<file path="src/rtl/acc_cpu.sv">
module acc_cpu #(
  parameter int DW       = 16,
  parameter int AW       = 12,
  parameter int RESET_PC = 10
) (
  input  logic          clk,
  input  logic          rst_n,
  output logic [AW-1:0] mem_addr,
  output logic [DW-1:0] mem_wdata,
  output logic          mem_we,
  input  logic [DW-1:0] mem_rdata,
  output logic [DW-1:0] acc,
  output logic [2:0]    flags,
  output logic          halted
);
  localparam int OPW = DW - AW;
  localparam logic [OPW-1:0] OP_LOAD = 1, OP_STORE = 2, OP_ADD = 3, OP_SUB = 4,
    OP_AND = 5, OP_OR = 6, OP_CLEAR = 7, OP_JMP = 8, OP_CMP = 9,
    OP_JEQ = 10, OP_JGT = 11, OP_JLT = 12, OP_HALT = 15;

  typedef enum logic [2:0] {S_FETCH, S_DECODE, S_OPRD, S_EXEC, S_WB, S_HALT} state_t;

  state_t          state;
  logic [AW-1:0]   pc;
  logic [DW-1:0]   ir;
  logic [DW-1:0]   acc_q;
  logic [2:0]      flg_q;

  wire [OPW-1:0] new_op = mem_rdata[DW-1 -: OPW];
  wire [OPW-1:0] ir_op  = ir[DW-1 -: OPW];
  wire [AW-1:0]  ir_adr = ir[AW-1:0];

  always_ff @(posedge clk) begin
    if (!rst_n) begin
      state <= S_FETCH;
      pc    <= AW'(RESET_PC);
      ir    <= '0;
      acc_q <= '0;
      flg_q <= '0;
    end else begin
      case (state)
        S_FETCH: state <= S_DECODE;
        S_DECODE: begin
          ir <= mem_rdata;
          pc <= pc + 1'b1;
          case (new_op)
            OP_LOAD, OP_ADD, OP_SUB, OP_AND, OP_OR, OP_CMP: state <= S_OPRD;
            OP_STORE, OP_CLEAR:                           state <= S_WB;
            OP_JMP, OP_JEQ, OP_JGT, OP_JLT:               state <= S_EXEC;
            OP_HALT:                                      state <= S_HALT;
            default:                                      state <= S_FETCH;
          endcase
        end
        S_OPRD: state <= S_EXEC;
        S_EXEC: begin
          state <= S_FETCH;
          case (ir_op)
            OP_LOAD: acc_q <= mem_rdata;
            OP_ADD:  acc_q <= acc_q + mem_rdata;
            OP_SUB:  acc_q <= acc_q - mem_rdata;
            OP_AND:  acc_q <= acc_q & mem_rdata;
            OP_OR:   acc_q <= acc_q | mem_rdata;
            OP_CMP: begin
              if ($signed(acc_q) > $signed(mem_rdata))       flg_q <= 3'b100;
              else if (acc_q == mem_rdata)                   flg_q <= 3'b010;
              else                                           flg_q <= 3'b001;
            end
            OP_JMP: pc <= ir_adr;
            OP_JEQ: if (flg_q[1]) pc <= ir_adr;
            OP_JGT: if (flg_q[2]) pc <= ir_adr;
            OP_JLT: if (flg_q[0]) pc <= ir_adr;
            default: ;
          endcase
        end
        S_WB:    state <= S_FETCH;
        S_HALT:  state <= S_HALT;
        default: state <= S_FETCH;
      endcase
    end
  end

  assign mem_addr  = (state == S_FETCH) ? pc : ir_adr;
  assign mem_we    = (state == S_WB);
  assign mem_wdata = (ir_op == OP_STORE) ? acc_q : '0;
  assign acc       = acc_q;
  assign flags     = flg_q;
  assign halted    = (state == S_HALT);
endmodule

</file>
<file path="config.mk">
export PLATFORM = sky130hd
export DESIGN_NAME = acc_cpu
export DESIGN_NICKNAME = d
export VERILOG_FILES = /design/src/rtl/acc_cpu.sv
export SDC_FILE = /design/constraint.sdc
export NUM_CORES = 1
export LEC_CHECK = 0
export BUFFER_PORTS_ARGS = -buffer_cell sky130_fd_sc_hd__buf_4
export CAP_MARGIN = 30
export CORE_MARGIN = 3
export CORE_UTILIZATION = 60
export CTS_CLUSTER_DIAMETER = 100
export DETAILED_ROUTE_END_ITERATION = 10
export PLACE_DENSITY = 0.82
export SLEW_MARGIN = 30
export SYNTH_ARGS = -nofsm -noshare
export SYNTH_HDL_FRONTEND = slang
export SYNTH_SLANG_ARGS = --single-unit
</file>
<file path="constraint.sdc">
create_clock -name clk -period 3.65 [get_ports clk]
set_clock_uncertainty 0.2 [all_clocks]
set_input_delay 1.095 -clock clk [delete_from_list [all_inputs] [get_ports clk]]
set_output_delay 1.095 -clock clk [all_outputs]
set_load 0.03 [all_outputs]
</file>
==> impl_metrics.ini <==
[global_routing]
grt_start_max_net_pins = 44
track_usage_pct = 35.2
grt_use_met2_pct = 57.2
grt-ovfl-total = 0
use_met3_pct = 4.91
grt_use_met1_pct = 46.1
grt_pass1_wl_um = 28300
top_usage_layer = met2
first_global_vias = 5576
antenna_found_initial = 0

[pwr]
ir_drop_uv = 246
power_leakage_nw = 2.51
p_per_area_nw_per_um2 = 285

[floorplanning]
die_area_um2 = 9930
chipWidth_um = 99.6
initial_core_util_pct = 62.8
coreArea_um2 = 8380
num_rows = 33
io_pins = 67
die_h_um = 99.6

[sta]
slew_headroom_pct = 55.2
worst_slew_pin_slew_ns = 0.673
rsz0062_at_grt = false
max_freq_mhz = 301
slew_violations = 0
hold_viol_final = 0
setup_tns_ns = 0
holdWs_ns = 0.281
min_period_ns = 3.33
setup_viol = 0
period_share_pct = 91.1

[worst_setup_path]
critPathSlowestCell = a311o_2
cp.required_ns = 3.70
cp_data_arrival_time_ns = 3.38
path_cells = buf_4 -> ha_1 -> inv_1 -> fa_1 -> nor2b_1 -> o2111ai_1 -> a311o_2 -> and2_1 -> o41ai_1 -> nor3_1 -> o21ai_1
slowest_delay_ns = 0.45
crit_path_start_kind = input port
cp_top_family = compound AO/OA/AOI/OAI gates
endpoint_kind = register
critPathMaxFanout = 5
crit_type = in -> reg
crit_buf_inv = 2

[clock_tree]
cts_hold_buffers = 0
h-tree-depth = 2
cts_buffers = 5
cts_tree = yes
clk_path_buf_depth = 2
cts-root-buf = clkbuf_8
clock_latency_ns = 0.33
post-cts-setup-buffers = 0
clkTransAtPathRegs_ns = 0.11
clock-sinks = 50
post_cts_resized = 0

[detailed_routing]
via_per_inst = 6.73
vias = 5863
drt-initial-drc-count = 517
post-route-drc-count = 0
firstDrtPassIters = 7
routedWlPerCell_um = 20.3
wirelength_um = 17700
ant_nets = 0

[finish]
syn_to_final_growth_pct = 13.1
nFillCells = 701
final_nets = 844
antenna-diode-count = 0
layout-drive-gt1-share_pct = 17.5

[synth]
synthTopCellsByCount = 84 x nand2_1, 69 x a21oi_1, 59 x ha_1
ys_types = 76
synth_edf_count = 0
ys_warn_count = 0
yosysSeqAreaShare_pct = 19.0
synth.area.top_cells = dfxtp_1 19%, ha_1 14%, a21oi_1 6.6%
synth_fp_nets = 798
yosysMostFrequentCell = nand2_1
ys_ff_latch = 50
async_flop_share_pct = 0
synth_area_um2 = 5260
synth_top_area_share_pct = 19.0
ys.flop_type = dfxtp_1
synth.avg_cell_area_um2 = 7.32
yosysTopAreaCell = dfxtp_1
synthesis.instances = 719

[place]
numPortBuffers = 66
hpwl_um = 12900
gp_congestion = 0.998

[run]
maxCapViolCount = 0

[run_status]
outcome = complete, no violations

[min_path]
hp-class = reg -> reg
-- state kept, by name, summed over array words and instances (netlist names) --
register / count
acc: 16
flags: 3
ir: 16
pc: 12
state: 3
-- cells in the final DEF, fill, tap and decap left out, drive strengths merged, types with 5 or more instances in the layout --
master   netlist  final
a2111oi        5      5
a211oi        12     12
a21o          13     13
a21oi         70     70
a22oi          5      5
a31oi          9      9
and3           7      7
buf           22     92
clkbuf        31      5
dfxtp         50     50
ha            59     59
inv           51     51
mux2          13     13
nand2         84     84
nand2b         9      9
nand3         10     10
nand3b         6      6
nand4          5      5
nor2          43     43
nor2b         18     18
nor3          18     18
nor4          20     20
o211ai        11     11
o21ai         41     41
o21bai         5      5
o221ai        10     10
o22ai         17     17
o31ai          5      5
xnor2          6      6
-- final timing paths --
kind | from | to | slack [ns] | cells after the start
hold / removal | ir[1]$_SDFFE_PN0P_ | ir[1]$_SDFFE_PN0P_ | 0.28 | 2
setup / recovery | mem_rdata[0] | acc[12]$_SDFFE_PN0P_ | 0.32 | 11
hold reg to reg | ir[1]$_SDFFE_PN0P_ | ir[1]$_SDFFE_PN0P_ | 0.28 | 2
setup reg to reg | acc[0]$_SDFFE_PN0P_ | acc[10]$_SDFFE_PN0P_ | 0.79 | 10
-- layer usage --
metal / part of all wire, % / vias up / wire length [um]
met2: 46 / 368 / 8180
met1: 40 / 2742 / 7060
met5: 0 / - / 0
met4: 4.0 / 0 / 703
li1: - / 2700 / -
met3: 9.7 / 53 / 1720
-- power breakdown --
| group | internal (W) | switching [W] |
|---|---|---|
| Clock | 0.000136 | 0.000226 |
| Sequential | 0.000581 | 0.0000422 |
| Combinational | 0.000256 | 0.000451 |
| Total | 0.000973 | 0.000719 |
-- logic make-up after synthesis --
family                     Yosys count  synth area share (%)
AOI/OAI and AO/OA                  244                  31.1
and+or+nand+nor                    238                  22.8
buffers and inverters              104                  7.92
adders and majority gates           61                  14.8
DFF                                 50                  19.0
muxes                               16                  3.35
xor gates and xnor gates             6                 0.999
-- stage by stage --
step           power (W)  area (um^2)  std cells  utilization, %  setup slack [ns]
6_report         0.00169         5950        871            71.0             0.323
5_1_grt          0.00176         5950        871            71.0             0.176
4_1_cts          0.00167         5950        871            71.0             0.383
3_5_place_dp     0.00132         5860        863            69.9            0.0442
3_3_place_gp     0.00131         5860        863            69.9             0.104
2_1_floorplan    0.00110         5260        719               -             0.248
-- worst register-to-register path: stages, from the launching register on --
cell and delay [ns]:
dfxtp_1 0.38, inv_1 0.12, ha_1 0.21, fa_1 0.43, o21bai_2 0.23, a2111oi_2 0.12, o21bai_2 0.18, a211oi_2 0.11
a2111oi_1 0.51, a2bb2oi_1 0.22, nand3b_1 0.08
-- cell type report --
cell class	instances	area [um^2]	area share (%)
tap	105	131	2.21
multi-input combinational	565	3840	64.6
sequential	50	1000	16.8
clock inverter	3	21.3	0.358
inverter	51	191	3.22
clock buffer	5	68.8	1.16
timing repair buffer	92	691	11.6
(Power assumes the default switching activity.)
